<file path="src/rtl/tcs_pkg.sv">
package tcs_pkg;

   typedef enum logic [1:0] {
      ST_IDLE  = 2'd0,
      ST_FETCH = 2'd1,
      ST_MAC   = 2'd2,
      ST_EMIT  = 2'd3
   } tcs_state_e;

   // Fixed class weights, selected by class and feature slot.
   function automatic int tcs_weight(input int cls, input int slot);
      int w;
      w = 0;
      case (cls)
         0: case (slot)
               0: w = -9;
               1: w = 25;
               2: w = -28;
               3: w = -27;
               default: w = 0;
            endcase
         1: case (slot)
               0: w = -3;
               1: w = -31;
               2: w = 58;
               3: w = -31;
               default: w = 0;
            endcase
         2: case (slot)
               0: w = -10;
               1: w = 4;
               2: w = 80;
               3: w = 79;
               default: w = 0;
            endcase
         default: w = 0;
      endcase
      return w;
   endfunction

endpackage

</file>
<file path="src/rtl/tcs_feat_buf.sv">
module tcs_feat_buf #(
   parameter int DATA_W = 16,
   parameter int DEPTH  = 4,
   parameter int IDX_W  = $clog2(DEPTH)
) (
   input  logic              clk,
   input  logic              rst_n,
   input  logic              wr_en,
   input  logic [IDX_W-1:0]  wr_idx,
   input  logic [DATA_W-1:0] wr_data,
   input  logic [IDX_W-1:0]  rd_idx,
   output logic [DATA_W-1:0] rd_data
);

   logic [DATA_W-1:0] slot_q [DEPTH];

   for (genvar g = 0; g < DEPTH; g++) begin : g_slot
      always_ff @(posedge clk) begin
         if (!rst_n) begin
            slot_q[g] <= '0;
         end else if (wr_en && (wr_idx == IDX_W'(g))) begin
            slot_q[g] <= wr_data;
         end
      end
   end

   assign rd_data = slot_q[rd_idx];

endmodule

</file>
<file path="src/rtl/tcs_weight_rom.sv">
module tcs_weight_rom
   import tcs_pkg::*;
#(
   parameter int CLASS  = 0,
   parameter int DEPTH  = 4,
   parameter int COEF_W = 16,
   parameter int IDX_W  = $clog2(DEPTH)
) (
   input  logic [IDX_W-1:0]  rd_idx,
   output logic [COEF_W-1:0] weight
);

   logic [COEF_W-1:0] wtab [DEPTH];

   for (genvar g = 0; g < DEPTH; g++) begin : g_entry
      assign wtab[g] = COEF_W'(tcs_weight(CLASS, g));
   end

   assign weight = wtab[rd_idx];

endmodule

</file>
<file path="src/rtl/tcs_mac_lane.sv">
module tcs_mac_lane #(
   parameter int DATA_W = 16
) (
   input  logic              clk,
   input  logic              rst_n,
   input  logic              clr,
   input  logic              load,
   input  logic              mac,
   input  logic [DATA_W-1:0] feat,
   input  logic [DATA_W-1:0] weight,
   output logic [DATA_W-1:0] acc
);

   logic [DATA_W-1:0] feat_q;
   logic [DATA_W-1:0] wt_q;
   logic [DATA_W-1:0] acc_q;
   logic [DATA_W-1:0] prod_lo;

   // The low DATA_W bits of a two's complement product depend only on the
   // low DATA_W bits of the operands, so a truncated multiply is exact
   // modulo 2^DATA_W.
   assign prod_lo = feat_q * wt_q;

   always_ff @(posedge clk) begin
      if (!rst_n) begin
         feat_q <= '0;
         wt_q   <= '0;
         acc_q  <= '0;
      end else begin
         if (load) begin
            feat_q <= feat;
            wt_q   <= weight;
         end
         if (clr) begin
            acc_q <= '0;
         end else if (mac) begin
            acc_q <= acc_q + prod_lo;
         end
      end
   end

   assign acc = acc_q;

endmodule

</file>
<file path="src/rtl/tcs_ctrl.sv">
module tcs_ctrl
   import tcs_pkg::*;
#(
   parameter int NUM_FEAT = 4,
   parameter int IDX_W    = $clog2(NUM_FEAT)
) (
   input  logic             clk,
   input  logic             rst_n,
   input  logic             start,
   output logic             busy,
   output logic             clr,
   output logic             load,
   output logic             mac,
   output logic             emit,
   output logic [IDX_W-1:0] idx
);

   localparam logic [IDX_W-1:0] LAST = IDX_W'(NUM_FEAT - 1);

   tcs_state_e        state_q;
   logic [IDX_W-1:0]  idx_q;

   always_ff @(posedge clk) begin
      if (!rst_n) begin
         state_q <= ST_IDLE;
         idx_q   <= '0;
      end else begin
         case (state_q)
            ST_IDLE: begin
               if (start) begin
                  state_q <= ST_FETCH;
                  idx_q   <= '0;
               end
            end
            ST_FETCH: state_q <= ST_MAC;
            ST_MAC: begin
               if (idx_q == LAST) begin
                  state_q <= ST_EMIT;
               end else begin
                  idx_q   <= idx_q + 1'b1;
                  state_q <= ST_FETCH;
               end
            end
            ST_EMIT: state_q <= ST_IDLE;
            default: state_q <= ST_IDLE;
         endcase
      end
   end

   assign busy = (state_q != ST_IDLE);
   assign clr  = (state_q == ST_IDLE) && start;
   assign load = (state_q == ST_FETCH);
   assign mac  = (state_q == ST_MAC);
   assign emit = (state_q == ST_EMIT);
   assign idx  = idx_q;

endmodule

</file>
<file path="src/rtl/tri_class_scorer.sv">
module tri_class_scorer #(
   parameter int DATA_W    = 16,
   parameter int NUM_FEAT  = 4,
   parameter int NUM_CLASS = 3
) (
   input  logic                          clk,
   input  logic                          rst_n,
   input  logic                          feat_wr,
   input  logic [$clog2(NUM_FEAT)-1:0]   feat_idx,
   input  logic [DATA_W-1:0]             feat_data,
   input  logic                          start,
   output logic                          busy,
   output logic                          done,
   output logic [NUM_CLASS*DATA_W-1:0]   scores
);

   localparam int IDX_W   = $clog2(NUM_FEAT);
   localparam int SCORE_W = NUM_CLASS * DATA_W;

   // Elaboration-time checks: the weight tables cover exactly this shape.
   if (NUM_FEAT != 4) begin : g_bad_feat
      $error("tri_class_scorer: NUM_FEAT must be 4");
   end
   if (NUM_CLASS != 3) begin : g_bad_class
      $error("tri_class_scorer: NUM_CLASS must be 3");
   end
   if (DATA_W < 8) begin : g_bad_width
      $error("tri_class_scorer: DATA_W must hold the largest weight");
   end

   logic              run_busy;
   logic              lane_clr;
   logic              lane_load;
   logic              lane_mac;
   logic              emit;
   logic [IDX_W-1:0]  rd_idx;
   logic [DATA_W-1:0] feat_rd;
   logic [SCORE_W-1:0] acc_all;
   logic [SCORE_W-1:0] score_q;
   logic               done_q;

   tcs_ctrl #(
      .NUM_FEAT (NUM_FEAT),
      .IDX_W    (IDX_W)
   ) u_ctrl (
      .clk   (clk),
      .rst_n (rst_n),
      .start (start),
      .busy  (run_busy),
      .clr   (lane_clr),
      .load  (lane_load),
      .mac   (lane_mac),
      .emit  (emit),
      .idx   (rd_idx)
   );

   tcs_feat_buf #(
      .DATA_W (DATA_W),
      .DEPTH  (NUM_FEAT),
      .IDX_W  (IDX_W)
   ) u_fbuf (
      .clk     (clk),
      .rst_n   (rst_n),
      .wr_en   (feat_wr && !run_busy),
      .wr_idx  (feat_idx),
      .wr_data (feat_data),
      .rd_idx  (rd_idx),
      .rd_data (feat_rd)
   );

   for (genvar c = 0; c < NUM_CLASS; c++) begin : g_lane
      logic [DATA_W-1:0] wt;
      logic [DATA_W-1:0] acc;

      tcs_weight_rom #(
         .CLASS  (c),
         .DEPTH  (NUM_FEAT),
         .COEF_W (DATA_W),
         .IDX_W  (IDX_W)
      ) u_rom (
         .rd_idx (rd_idx),
         .weight (wt)
      );

      tcs_mac_lane #(
         .DATA_W (DATA_W)
      ) u_mac (
         .clk    (clk),
         .rst_n  (rst_n),
         .clr    (lane_clr),
         .load   (lane_load),
         .mac    (lane_mac),
         .feat   (feat_rd),
         .weight (wt),
         .acc    (acc)
      );

      assign acc_all[c*DATA_W +: DATA_W] = acc;
   end

   always_ff @(posedge clk) begin
      if (!rst_n) begin
         score_q <= '0;
         done_q  <= 1'b0;
      end else begin
         done_q <= emit;
         if (emit) begin
            score_q <= acc_all;
         end
      end
   end

   assign busy   = run_busy;
   assign done   = done_q;
   assign scores = score_q;

endmodule

</file>
<file path="config.mk">
export PLATFORM = sky130hd
export DESIGN_NAME = tri_class_scorer
export DESIGN_NICKNAME = d
export VERILOG_FILES = /design/src/rtl/tcs_pkg.sv /design/src/rtl/tcs_feat_buf.sv /design/src/rtl/tcs_weight_rom.sv /design/src/rtl/tcs_mac_lane.sv /design/src/rtl/tcs_ctrl.sv /design/src/rtl/tri_class_scorer.sv
export SDC_FILE = /design/constraint.sdc
export NUM_CORES = 1
export LEC_CHECK = 0
export BUFFER_PORTS_ARGS = -buffer_cell sky130_fd_sc_hd__buf_2
export CORE_MARGIN = 3
export CORE_UTILIZATION = 41
export DETAILED_ROUTE_END_ITERATION = 10
export PLACE_DENSITY = 0.57
export SLEW_MARGIN = 30
export SYNTH_ARGS = -nofsm -noshare
export SYNTH_HDL_FRONTEND = slang
export SYNTH_SLANG_ARGS = --single-unit
</file>
<file path="constraint.sdc">
create_clock -name clk -period 6.4 [get_ports clk]
set_input_delay 1.28 -clock clk [delete_from_list [all_inputs] [get_ports clk]]
set_output_delay 1.28 -clock clk [all_outputs]
set_load 0.01 [all_outputs]
</file>
* Word-level counts from Yosys, hierarchy flattened
Memory sizes are Yosys's and may differ from the RTL's. A register that Yosys moved wholly into a read port is not among the register bits.
Cells that the tools add are included.
** Word-level totals
- Register bits after elaboration :: 149
- Memories :: 1
- Bits in writable memories :: 64
- Bits of input ports :: 22
** Memory list
- u_fbuf.slot_q :: depth 4, width 16, read ports 1, clocked after memory_dff 1, wr ports 4, line tcs_feat_buf.sv:15 : logic [DATA_W-1:0] slot_q [DEPTH];
** Cells by class
- Bitwise logic cells :: 6
- Multiply operators :: 3
- Magnitude comparators :: 1
- Reduce and logical (&&, ||, !) cells :: 14
- Multiplexer cells :: 32
- Add/sub/neg operators :: 4
- Equal/unequal tests :: 9
** Operator list (count)
- 16-bit two-way mux :: 10
- 16-bit binary-select mux with 2-bit select :: 3
- 16-bit adder :: 3
- 16-bit by 16-bit multiplier with 16-bit output :: 3
- 1-bit two-way mux :: 13
- 2-bit == test (second input constant) :: 5
- 2-bit two-way mux :: 4
- 2-bit case mux with 4 select lines :: 1
- 1-bit logical AND :: 6
- 2-bit by 1-bit == test with 1-bit output (second input constant) :: 2
- 2-bit zero test :: 2
- 2-bit != test (second input constant) :: 2
- 1-bit bitwise OR :: 4
- 2-bit case mux with 2 select lines :: 1
- 2-bit nonzero test :: 2
- 3-bit greater-or-equal comparator (second input constant) :: 1
- 2-bit inverter with 3-bit output :: 1
- 3-bit AND reduction :: 1
- 2-bit by 1-bit adder with 2-bit output (second input constant) :: 1
- 1-bit zero test :: 2
- 2-bit OR reduction :: 1
- 1-bit inverter :: 1

* Depth between registers and ports, before layout
Gate-level depths: netlist (run 1).
- Word-level depth :: 8
- Gate-level depth with buffers :: 23
- Gate-level depth less buffers :: 22

* Hierarchy
A second synthesis (run 1) with hierarchy kept.
** Unflattened totals
- Cells, all modules :: 2481
- Area, all modules :: 23881.7 sq um
** By module, submodules not included
- tcs_mac_lane (g_lane[1].u_mac) :: area each 6211.0 sq um, instances 1, seq. area each 960.9 sq um, cells an instance 695
- tcs_mac_lane (g_lane[2].u_mac) :: area each 6199.7 sq um, instances 1, seq. area each 960.9 sq um, cells an instance 695
- tcs_mac_lane (g_lane[0].u_mac) :: area each 6179.7 sq um, instances 1, seq. area each 960.9 sq um, cells an instance 691
- tcs_feat_buf :: area each 2844.0 sq um, instances 1, seq. area each 1921.8 sq um, cells an instance 163
- tri_class_scorer :: area each 1859.3 sq um, instances 1, seq. area each 980.9 sq um, cells an instance 158
- tcs_ctrl :: area each 202.7 sq um, instances 1, seq. area each 80.1 sq um, cells an instance 25
- tcs_weight_rom (g_lane[2].u_rom) :: area each 162.7 sq um, instances 1, seq. area each 0.0 sq um, cells an instance 21
- tcs_weight_rom (g_lane[1].u_rom) :: area each 113.9 sq um, instances 1, seq. area each 0.0 sq um, cells an instance 17
- tcs_weight_rom (g_lane[0].u_rom) :: area each 108.9 sq um, instances 1, seq. area each 0.0 sq um, cells an instance 16

* Worst setup path after synthesis (run 1)
Ideal clock, no wire load.
- Kind :: register to register
- Start :: reg g_lane[2].u_mac.wt_q[2]
- End :: reg g_lane[2].u_mac.acc_q[14]
- Required time :: 6.283 ns
- Arrival :: 5.383 ns
- Library setup time :: 0.117 ns
- Path buffers :: 3
- Cell stages (with the launch flop) :: 23
- Setup slack :: 0.900 ns
- Clock period less this slack :: 5.500 ns
- Cell sequence :: dfxtp_1 -> buf_2 -> clkbuf_1 -> clkbuf_1 -> nand2_1 -> inv_1 -> fa_1 -> inv_1 -> fa_1 -> fa_1 -> fa_1 -> inv_1 -> fa_1 -> inv_1 -> fa_1 -> inv_1 -> ha_1 -> a21o_1 -> a21oi_1 -> o21a_1 -> o31ai_1 -> xor2_1 -> a22o_1
** Between the ends
- Word-level cells in the longest chain between the ends :: 2
** RTL lines
- from (decl) :: line tcs_mac_lane.sv:15 : logic [DATA_W-1:0] wt_q;
- from (signal assigned) :: line tcs_mac_lane.sv:32 : wt_q <= weight;
- 16-bit by 16-bit multiplier with 16-bit output :: line tcs_mac_lane.sv:22 : assign prod_lo = feat_q * wt_q;
- 16-bit adder :: line tcs_mac_lane.sv:37 : acc_q <= acc_q + prod_lo;
- to (signal assigned) :: line tcs_mac_lane.sv:37
- to (decl) :: line tcs_mac_lane.sv:16 : logic [DATA_W-1:0] acc_q;
Every way passes these cells.
A chain may end at the register's enable or synchronous reset.

* Worst setup path in the final report (run 1)
- Start :: reg g_lane[2].u_mac.wt_q[2]
- End :: reg g_lane[2].u_mac.acc_q[15]
Same word-level chain as after synthesis.

==> impl_metrics.csv, run 1 <==
group,metric,value,unit
floorplanning,core,0.04480,mm²
floorplanning,start_util,0.4200,
yosys,synthArstFlopShare,0,
yosys,ys_seq_area_frac,0.2372,
placement,io_buffers,71,
detailed_routing,wl_per_cell,18.37,µm
timing,hold_viol,0,
setup_path,rrSetupSlack,0.47,ns
setup_path,path_class,"reg -> reg",
placement,place_area,0.01999,mm²
setup_path,crit-reg2reg-capture,"g_lane[2].u_mac.acc[15]",
power,p_total,2.873,mW
finish,area_delta_synth_final,9.569,%
detailed_routing,viasPerCell,4.883,
run_status,outcome,"completed",
detailed_routing,ant_nets,0,
cts,cts_root_buf,"clkbuf_16",
setup_path,r2r-start,"g_lane[2].u_mac.wt_q[2]",
timing,timing.hold.ws,0.4522,ns
cts,clock_path_buffers,2,
yosys,synth_area,0.01882,mm²
cts,post_cts_resized,0,
yosys,syn_inst,2046,
finish,fin_nets,2537,
detailed_routing,drc,0,
job,cap_violations,0,
finish,multi_input_area,0.01241,mm²
power,seqPwrFrac,0.461,
cts,htree_num_levels,4,
yosys,synth_ff_type,"dfxtp_1",
cts,cts.sinks,191,
setup_path,r2r.worst_path.cells,19,
power,clockPowerShare,0.411,
finish,antenna_cells,0,
min_path,hold_end,"scores[11]",
placement,pre_cts_slack,0.5252,ns
yosys,yosys_warnings,0,
timing,final.min_clock_period,5.930,ns
setup_path,start_kind,"register",
detailed_routing,wl,49560,µm
yosys,synth_edf_count,64,
grt,grt_max_degree,80,
timing,tns,0,ns
cts,cts_hold_buf,0,
timing,drv_slew,0,
power,leakage,9.896,nW
placement,dp.cells,2666,
timing,setup_viol,0,
power,power_switching,0.8699,mW
setup_path,cp_max_fo,19,
finish,final_cells,2698,
power,p_comb_frac,0.128,
cts,cts_buffers,17,
finish,fillCellCount,4346,
cts,clock_latency,0.50,ns
yosys,avgSynthCellArea,9.197,µm²
placement,globalplace.congestion,0.9517,
detailed_routing,initialDrtViolationCount,841,
cts,cts_tree,"yes",
finish,fin_area,0.02062,mm²
floorplanning,die_w,220.2,µm
detailed_routing,via_count,13170,
detailed_routing,dr.pass1.iters,7,
timing,setup_slack,0.4696,ns
timing,clock_skew,0.02613,ns
yosys,synth_cell_types,46,
finish,fin_util,0.4602,
min_path,worst_hold_path_type,"reg -> reg",
power,switching_share,0.3027,
min_path,hold_start,"scores[11]",
setup_path,end_kind,"register",
grt,gr-total-overflow,0,
power,internal_power,2.004,mW
grt,grt_pass1_vias,13710,
grt,grt_pass1_wl,79380,µm
timing,worst_pin_slew,0.9239,ns
floorplanning,die_area,0.04850,mm²
timing,fin_crit_sh,0.9266,
timing,fmax,168.6,MHz
floorplanning,die_h,220.2,µm
min_path,whs_path_depth,2,
setup_path,critPathArrivalTime,6.36,ns
yosys,ys_ff_latch,191,
floorplanning,ios,72,
finish,seq_area,0.004466,mm²
finish,drive_gt1_frac,0.08927,
cts,clkTransAtPathRegs,0.09,ns
grt,track_usage,0.2158,
placement,dp.final_hpwl,39900,µm
power,power.density,139.4,mW/mm²
floorplanning,rows,77,
timing,maxSlewHeadroom,0.3841,
timing,rsz0062_at_grt,"false",
cts,post_cts_buffers,0,
grt,antenna_found_initial,0,
setup_path,worstPathRequired,6.83,ns
power,irDropWorstVdd,0.1518,mV
yosys,synthesis.nets,2490,
synthesized netlist by cell type (all sizes together), types with 3 or more instances:
cell type  instances  area (µm²)
nor3               4       20.02
ha               191        2390
a21oi            129       645.6
or3                3       18.77
buf               18       88.83
o21bai            16       120.1
o21a              17       127.6
o31ai              4       30.03
xnor3              4       90.09
o22ai              7       43.79
edfxtp            64        1922
mux4              16       360.4
xnor2             77       674.4
a21o              15       112.6
a22o               8       70.07
nor2b              4       25.02
and2             125       782.0
nand2b            11       68.82
nand3             10       50.05
nor2              45       168.9
and3               3       18.77
dfxtp            127        2542
xor2              43       376.6
a211oi            14       110.1
clkbuf            69       259.0
nand2            305        1147
a31oi              8       50.05
fa               231        4624
o21ai             17       85.08
inv              448        1682
logic make-up after synthesis:
family                   count (synthesis)  synth area share
buffers and inverters                  536            0.1081
AND/OR/NAND/NOR                        513            0.1232
adder cells (fa/ha/maj)                422            0.3728
AO/OA/AOI/OAI                          242           0.07707
flip-flops                             191            0.2372
XOR/XNOR                               125           0.06191
multiplexers                            17           0.01975
worst max-delay path, cell delays in order, from the launching register on:
cell      delay, ns
dfxtp_1        0.76
nand2_1        0.34
inv_1          0.17
fa_1           0.42
inv_1          0.10
fa_1           0.45
fa_1           0.52
fa_1           0.55
inv_1          0.05
fa_1           0.49
inv_1          0.06
fa_1           0.48
inv_1          0.05
ha_1           0.32
a21o_1         0.20
a21oi_1        0.28
a31oi_1        0.13
o21ai_1        0.16
xnor2_1        0.11
a211oi_2       0.21
final cells by class:
class / count / area share
sequential: 191 / 0.2166
timing repair buffer: 115 / 0.03326
tap: 592 / 0.03593
clock buffer: 17 / 0.02063
clock inverter: 15 / 0.009831
inverter: 449 / 0.08175
multi-input combinational: 1319 / 0.6020
power groups by stage:
| stage | clock network (mW) | logic, mW | registers, mW |
|---|---|---|---|
| after global placement | 0 | 0.361 | 1.35 |
| final | 1.18 | 0.369 | 1.32 |
| after detailed placement | 0 | 0.368 | 1.35 |
| after CTS | 1.21 | 0.372 | 1.32 |
| after global routing | 1.25 | 0.415 | 1.33 |
| after floorplan | 0 | 0.268 | 1.32 |
cells in the final DEF, fill, tap and decap left out, types with 4 or more instances in the layout:
| cell type | instances |
|---|---|
| inv_1 | 445 |
| nand2_1 | 302 |
| fa_1 | 231 |
| ha_1 | 191 |
| a21oi_1 | 129 |
| dfxtp_1 | 126 |
| and2_1 | 124 |
| xnor2_1 | 77 |
| buf_2 | 71 |
| edfxtp_1 | 64 |
| buf_4 | 44 |
| xor2_1 | 43 |
| nor2_1 | 40 |
| o21a_1 | 17 |
| clkbuf_16 | 17 |
| o21bai_1 | 16 |
| mux4_2 | 16 |
| a21o_1 | 15 |
| a211oi_1 | 13 |
| nand3_1 | 10 |
| nand2b_1 | 10 |
| o21ai_0 | 9 |
| a31oi_1 | 8 |
| a22o_1 | 8 |
| o22ai_1 | 7 |
| nor2_2 | 5 |
| o21ai_1 | 5 |
| inv_12 | 5 |
| inv_8 | 5 |
| xnor3_1 | 4 |
registers in the layout (all words and copies together) (netlist names):
register,cells
g_lane.u_mac.acc,48
g_lane.u_mac.wt_q,10
u_ctrl.idx,2
done,1
u_ctrl.state_q,2
g_lane.u_mac.feat_q,16
scores,48
u_fbuf.slot_q,64
metal layers:
metal,track usage,up-vias,part of all wire
met4,0.04851,0,0.012
li1,-,6371,-
met5,0,-,0
met1,0.3075,6524,0.48
met2,0.3505,241,0.47
met3,0.03104,38,0.043
worst max path at each step:
stage	from	to	slack (ns)	cells after the start
2_1_floorplan	g_lane[2].u_mac.wt_q[2]	g_lane[2].u_mac.acc[14]	0.90	22
3_3_place_gp	g_lane[2].u_mac.wt_q[6]	g_lane[0].u_mac.acc[14]	0.68	19
3_5_place_dp	g_lane[2].u_mac.wt_q[2]	g_lane[2].u_mac.acc[14]	0.53	19
4_1_cts	g_lane[2].u_mac.wt_q[2]	g_lane[2].u_mac.acc[15]	0.50	19
5_1_grt	g_lane[2].u_mac.wt_q[2]	g_lane[2].u_mac.acc[15]	0.16	19
6_report	g_lane[2].u_mac.wt_q[2]	g_lane[2].u_mac.acc[15]	0.47	19
Note: power is estimated with default switching activity, not from simulation.
==> run 2, diff against run 1 <==
--- a/config.mk
+++ b/config.mk
@@ -9,7 +9,7 @@
 export CORE_MARGIN = 3
 export CORE_UTILIZATION = 41
 export DETAILED_ROUTE_END_ITERATION = 10
-export PLACE_DENSITY = 0.57
+export PLACE_DENSITY_LB_ADDON = 0.3
 export SLEW_MARGIN = 30
 export SYNTH_ARGS = -nofsm -noshare
 export SYNTH_HDL_FRONTEND = slang
==> run 2 against run 1 <==
Effect of this change:
- non-clock buffer count did not move
- wire length increased by 0.89%
- hold slack better by 0.0026 ns
- critical endpoint unchanged
- clock skew increased by 0.0014 ns
- critical path type unchanged
==> impl_metrics.csv, run 2 (synthesis gave the netlist of run 1 again) <==
group,metric,value,unit
run_status,outcome,"completed",
finish,area_delta_synth_final,9.302,%
detailed_routing,wl_met2,22590,µm
setup_path,cp_max_fo,17,
detailed_routing,top_layer,"met4",
timing,fin_crit_sh,0.9373,
timing,final.min_clock_period,5.998,ns
power,power.density,137.2,mW/mm²
power,irDropWorstVdd,0.1912,mV
power,p_total,2.823,mW
detailed_routing,met3WireLength,3074,µm
setup_path,cpLargestDelayFamily,"adder cells",
cts,cts.sinks,191,
detailed_routing,via_count,13350,
power,clockPowerShare,0.399,
setup_path,crit_chain,"nand2_1 > inv_1 > buf_4 > nand3_1 > o21a_1 > ha_1 > nand2b_1 > fa_1 > ha_1 > fa_1 > inv_1 > fa_1 > fa_1 > inv_1 > ha_1 > or3_1 > o22ai_1 > nand3_1 > o21ai_1 > xnor2_1 > a211oi_2",
cts,post_cts_buffers,0,
detailed_routing,viasPerCell,4.945,
grt,grt_pass1_vias,14270,
grt,antenna_found_initial,0,
timing,worst_pin_slew,0.9555,ns
cts,cts_tree,"yes",
power,internal_power,2.011,mW
power,switching_share,0.2877,
detailed_routing,wl,50000,µm
grt,grt_pass1_wl,80850,µm
power,seqPwrFrac,0.471,
timing,tns,0,ns
setup_path,cp_slowest_cell,"dfxtp_1",
floorplanning,die_area,0.04850,mm²
power,leakage,9.865,nW
placement,io_buffers,71,
timing,rsz0062_at_grt,"false",
floorplanning,core,0.04480,mm²
setup_path,cpPeakStageDelay,0.71,ns
placement,globalplace.congestion,0.9581,
floorplanning,rows,77,
setup_path,path_common_cell,"fa_1",
finish,drive_gt1_frac,0.08689,
finish,largest_reg_flops,64,
cts,htree_num_levels,4,
finish,layout_commonest_cell,"inv_1",
detailed_routing,ant_nets,0,
floorplanning,ios,72,
timing,maxSlewHeadroom,0.3621,
timing,hold_viol,0,
timing,drv_slew,0,
cts,cts_buffers,17,
finish,fillCellCount,4317,
setup_path,worstPathRequired,6.82,ns
cts,clock_path_buffers,2,
power,power_switching,0.8120,mW
setup_path,start_kind,"register",
setup_path,critPathArrivalTime,6.42,ns
power,p_comb_frac,0.130,
detailed_routing,initialDrtViolationCount,854,
detailed_routing,met1Wirelength,22660,µm
cts,clock_latency,0.50,ns
placement,dp.final_hpwl,40020,µm
cts,cts_hold_buf,0,
cts,cts_root_buf,"clkbuf_16",
job,cap_violations,0,
floorplanning,die_h,220.2,µm
grt,track_usage,0.2206,
setup_path,end_kind,"register",
grt,gr-total-overflow,0,
cts,post_cts_resized,0,
detailed_routing,drc,0,
floorplanning,start_util,0.4200,
finish,fin_nets,2537,
timing,clock_skew,0.02752,ns
finish,top_register,"u_fbuf.slot_q",
detailed_routing,wl_per_cell,18.52,µm
finish,fin_util,0.4591,
min_path,worst_hold_path_type,"reg -> reg",
detailed_routing,dr.pass1.iters,6,
setup_path,path_class,"reg -> reg",
timing,fmax,166.7,MHz
cts,clkTransAtPathRegs,0.08,ns
finish,mostFrequentLayoutCells,"inv_1 (445), nand2_1 (302), fa_1 (231)",
floorplanning,die_w,220.2,µm
timing,setup_viol,0,
setup_path,crit_buf_inv,4,
grt,grt_max_degree,50,
==> run 2: cell count changes in the layout (fill, tap and decap cells not counted), sizes merged <==
| cell | previous run | this run |
|---|---|---|
| clkbuf | 17 | 19 |
| diode | 0 | 1 |
| bufinv | 1 | 2 |
| clkinv | 2 | 4 |
| clkinvlp | 0 | 2 |
| inv | 461 | 454 |
==> run 2: per-stage QoR <==
step	cell area (µm²)	setup WS [ns]	hold slack (ns)	cells
floorplan	18820	0.9001	0.4446	2046
global placement	19930	0.5066	0.4380	2666
detailed placement	19950	0.4907	0.4446	2666
CTS	20540	0.4293	0.4538	2698
global route	20560	0.08536	0.4726	2698
finish	20570	0.4015	0.4549	2699
==> run 2: per-layer routing <==
metal / vias to the layer above / global-route usage
met5: - / 0
met4: 0 / 0.08285
met3: 88 / 0.04738
met2: 353 / 0.3455
met1: 6519 / 0.3016
li1: 6386 / -
==> run 2: path summary, 6_finish.rpt <==
| path | from | end | slack, ns | cells after the start |
|---|---|---|---|---|
| setup / recovery | g_lane[2].u_mac.wt_q[14] | g_lane[2].u_mac.acc[15] | 0.40 | 21 |
| hold / removal | scores[40] | scores[40] | 0.45 | 2 |
| setup reg to reg | g_lane[2].u_mac.wt_q[14] | g_lane[2].u_mac.acc[15] | 0.40 | 21 |
| hold reg to reg | scores[40] | scores[40] | 0.45 | 2 |
==> run 2: area by class of cell <==
class                   count  area (µm²)  share of cell area
multi-input cells        1319       12400              0.6030
flip-flops and latches    191        4466              0.2171
repair buffers            115       685.7             0.03334
well taps                 592       740.7             0.03601
clock inverters            13       152.6            0.007422
inverters                 449        1685             0.08194
clock buffers              19       432.9             0.02105
diodes                      1       2.502           0.0001217
==> run 2: worst register-to-register path, delay by kind of cell, from the launching register on <==
family | cells | cell delay (ns)
adder cells (fa/ha/maj) | 7 | 2.61
AND/OR/NAND/NOR | 5 | 1.15
AO/OA/AOI/OAI | 4 | 0.96
flip-flops | 1 | 0.71
buffers and inverters | 4 | 0.40
XOR/XNOR | 1 | 0.10
==> run 2: power groups by stage <==
| stage | sequential (mW) | combinational [mW] | clock, mW |
|---|---|---|---|
| 2_1_floorplan | 1.32 | 0.268 | 0 |
| 3_3_place_gp | 1.35 | 0.357 | 0 |
| 3_5_place_dp | 1.36 | 0.363 | 0 |
| 4_1_cts | 1.33 | 0.368 | 1.16 |
| 5_1_grt | 1.33 | 0.415 | 1.21 |
| 6_report | 1.33 | 0.368 | 1.13 |
==> run 3, diff against run 2 <==
--- a/config.mk
+++ b/config.mk
@@ -6,7 +6,9 @@
 export NUM_CORES = 1
 export LEC_CHECK = 0
 export BUFFER_PORTS_ARGS = -buffer_cell sky130_fd_sc_hd__buf_2
-export CORE_MARGIN = 3
+export CELL_PAD_IN_SITES_DETAIL_PLACEMENT = 1
+export CELL_PAD_IN_SITES_GLOBAL_PLACEMENT = 2
+export CORE_MARGIN = 2
 export CORE_UTILIZATION = 41
 export DETAILED_ROUTE_END_ITERATION = 10
 export PLACE_DENSITY_LB_ADDON = 0.3
==> run 3 against run 2 <==
Effect of this change:
- hold slack lost 0.0032 ns
- worst setup slack lost 0.096 ns
- power grew 2.5%
- largest power group unchanged
==> impl_metrics.csv, run 3 (synthesis gave the netlist of run 1 again) <==
group,metric,value,unit
finish,mostFrequentLayoutCells,"inv_1 (445), nand2_1 (302), fa_1 (231)",
cts,cts_hold_buf,0,
finish,fillCellCount,5280,
setup_path,start_kind,"register",
cts,post_cts_buffers,0,
setup_path,cp_max_fo,19,
detailed_routing,viasPerCell,4.960,
placement,place_area,0.01996,mm²
detailed_routing,wl_per_cell,20.07,µm
placement,globalplace.congestion,0.9240,
timing,tns,0,ns
timing,maxSlewHeadroom,0.4623,
power,power.density,140.2,mW/mm²
floorplanning,die_area,0.04762,mm²
detailed_routing,via_count,13410,
finish,area_delta_synth_final,9.641,%
timing,setup_viol,0,
cts,clock_latency,0.51,ns
power,seqPwrFrac,0.459,
setup_path,end_kind,"register",
power,clockPowerShare,0.410,
setup_path,rrSetupSlack,0.31,ns
setup_path,path_class,"reg -> reg",
floorplanning,die_h,218.2,µm
finish,fin_nets,2535,
finish,seq_area,0.004466,mm²
timing,worst_pin_slew,0.8055,ns
grt,grt_pass1_wl,86930,µm
timing,fin_crit_sh,0.9522,
setup_path,worstPathRequired,6.84,ns
detailed_routing,initialDrtViolationCount,627,
timing,final.min_clock_period,6.094,ns
cts,clock_path_buffers,2,
min_path,worst_hold_path_type,"reg -> reg",
floorplanning,rows,78,
floorplanning,core,0.04538,mm²
cts,htree_num_levels,4,
job,cap_violations,0,
floorplanning,ios,72,
timing,drv_slew,0,
floorplanning,die_w,218.2,µm
grt,grt_pass1_vias,15010,
cts,clkTransAtPathRegs,0.09,ns
placement,io_buffers,71,
finish,drive_gt1_frac,0.08840,
power,internal_power,2.003,mW
finish,fin_area,0.02063,mm²
power,p_comb_frac,0.130,
grt,antenna_found_initial,0,
timing,hold_viol,0,
power,leakage,9.885,nW
detailed_routing,dr.pass1.iters,5,
timing,fmax,164.1,MHz
finish,largest_reg_flops,64,
cts,cts.sinks,191,
setup_path,critPathArrivalTime,6.53,ns
finish,layout_commonest_cell,"inv_1",
placement,dp.final_hpwl,44170,µm
detailed_routing,wl,54270,µm
finish,antenna_cells,0,
power,power_switching,0.8902,mW
power,switching_share,0.3077,
finish,multi_input_area,0.01242,mm²
grt,track_usage,0.2440,
detailed_routing,ant_nets,0,
timing,clock_skew,0.02163,ns
detailed_routing,drc,0,
floorplanning,start_util,0.4146,
finish,top_register,"u_fbuf.slot_q",
timing,rsz0062_at_grt,"false",
grt,gr-total-overflow,0,
grt,grt_max_degree,50,
power,irDropWorstVdd,0.1941,mV
cts,cts_root_buf,"clkbuf_16",
cts,cts_tree,"yes",
run_status,outcome,"completed",
cts,cts_buffers,17,
==> run 3: cell count changes in the layout (fill, tap and decap cells not counted), sizes merged <==
cell / previous run / this run
buf: 115 / 113
bufinv: 2 / 1
clkinvlp: 2 / 1
clkinv: 4 / 6
inv: 454 / 456
clkbuf: 19 / 17
diode: 1 / 0
==> run 3: worst max-delay path, stage by stage, from the launching register on <==
cell and delay, ns:
dfxtp_1 0.83, nand2_1 0.56, fa_1 0.62, fa_1 0.46
fa_1 0.42, inv_1 0.07, fa_1 0.44, fa_1 0.56
inv_1 0.06, fa_1 0.49, inv_1 0.05, ha_1 0.32
a21o_1 0.21, a21oi_1 0.30, a31oi_1 0.14, o21ai_1 0.17
xnor2_1 0.10, a211oi_2 0.21
==> run 3: cell type report <==
type	count	area share
Sequential cell	191	0.2164
Clock buffer	17	0.02062
Timing Repair Buffer	113	0.03269
Tap cell	600	0.03639
Clock inverter	15	0.01037
Multi-Input combinational cell	1319	0.6018
Inverter	449	0.08169
==> run 3: what timing repair did <==
action                     in CTS  in global routing
gates resized for setup         0                  1
hold endpoints to repair        0                  0
setup endpoints to repair       0                  1
==> run 3: metal layers <==
metal,global-route usage,share of wire,up-vias
met2,0.4103,0.48,213
met1,0.3251,0.47,6770
met4,0.07188,0.021,0
met3,0.03702,0.034,56
li1,-,-,6372
met5,0,0,-
==> run 3: power by group through the flow <==
| stage | logic (mW) | registers (mW) | clock network (mW) |
|---|---|---|---|
| 2_1_floorplan | 0.268 | 1.32 | 0 |
| 3_3_place_gp | 0.366 | 1.35 | 0 |
| 3_5_place_dp | 0.376 | 1.36 | 0 |
| 4_1_cts | 0.381 | 1.33 | 1.23 |
| 5_1_grt | 0.427 | 1.33 | 1.27 |
| 6_report | 0.377 | 1.33 | 1.19 |
==> run 3: path summary, 6_finish.rpt <==
check	from	end	cells after the start
max	g_lane[2].u_mac.wt_q[2]	g_lane[2].u_mac.acc[15]	17
min	scores[30]	scores[30]	2
max reg2reg	g_lane[2].u_mac.wt_q[2]	g_lane[2].u_mac.acc[15]	17
min reg2reg	scores[30]	scores[30]	2
==> run 3: metrics by stage <==
step | setup slack (ns) | power, mW | hold slack (ns) | cells | util
floorplan | 0.9001 | 1.591 | 0.4446 | 2046 | -
global route | 0.03310 | 3.026 | 0.4738 | 2704 | 0.4546
detailed placement | 0.2867 | 1.733 | 0.4451 | 2671 | 0.4399
finish | 0.3057 | 2.893 | 0.4517 | 2704 | 0.4546
CTS | 0.2375 | 2.940 | 0.4558 | 2703 | 0.4540
global placement | 0.3772 | 1.718 | 0.4394 | 2671 | 0.4392
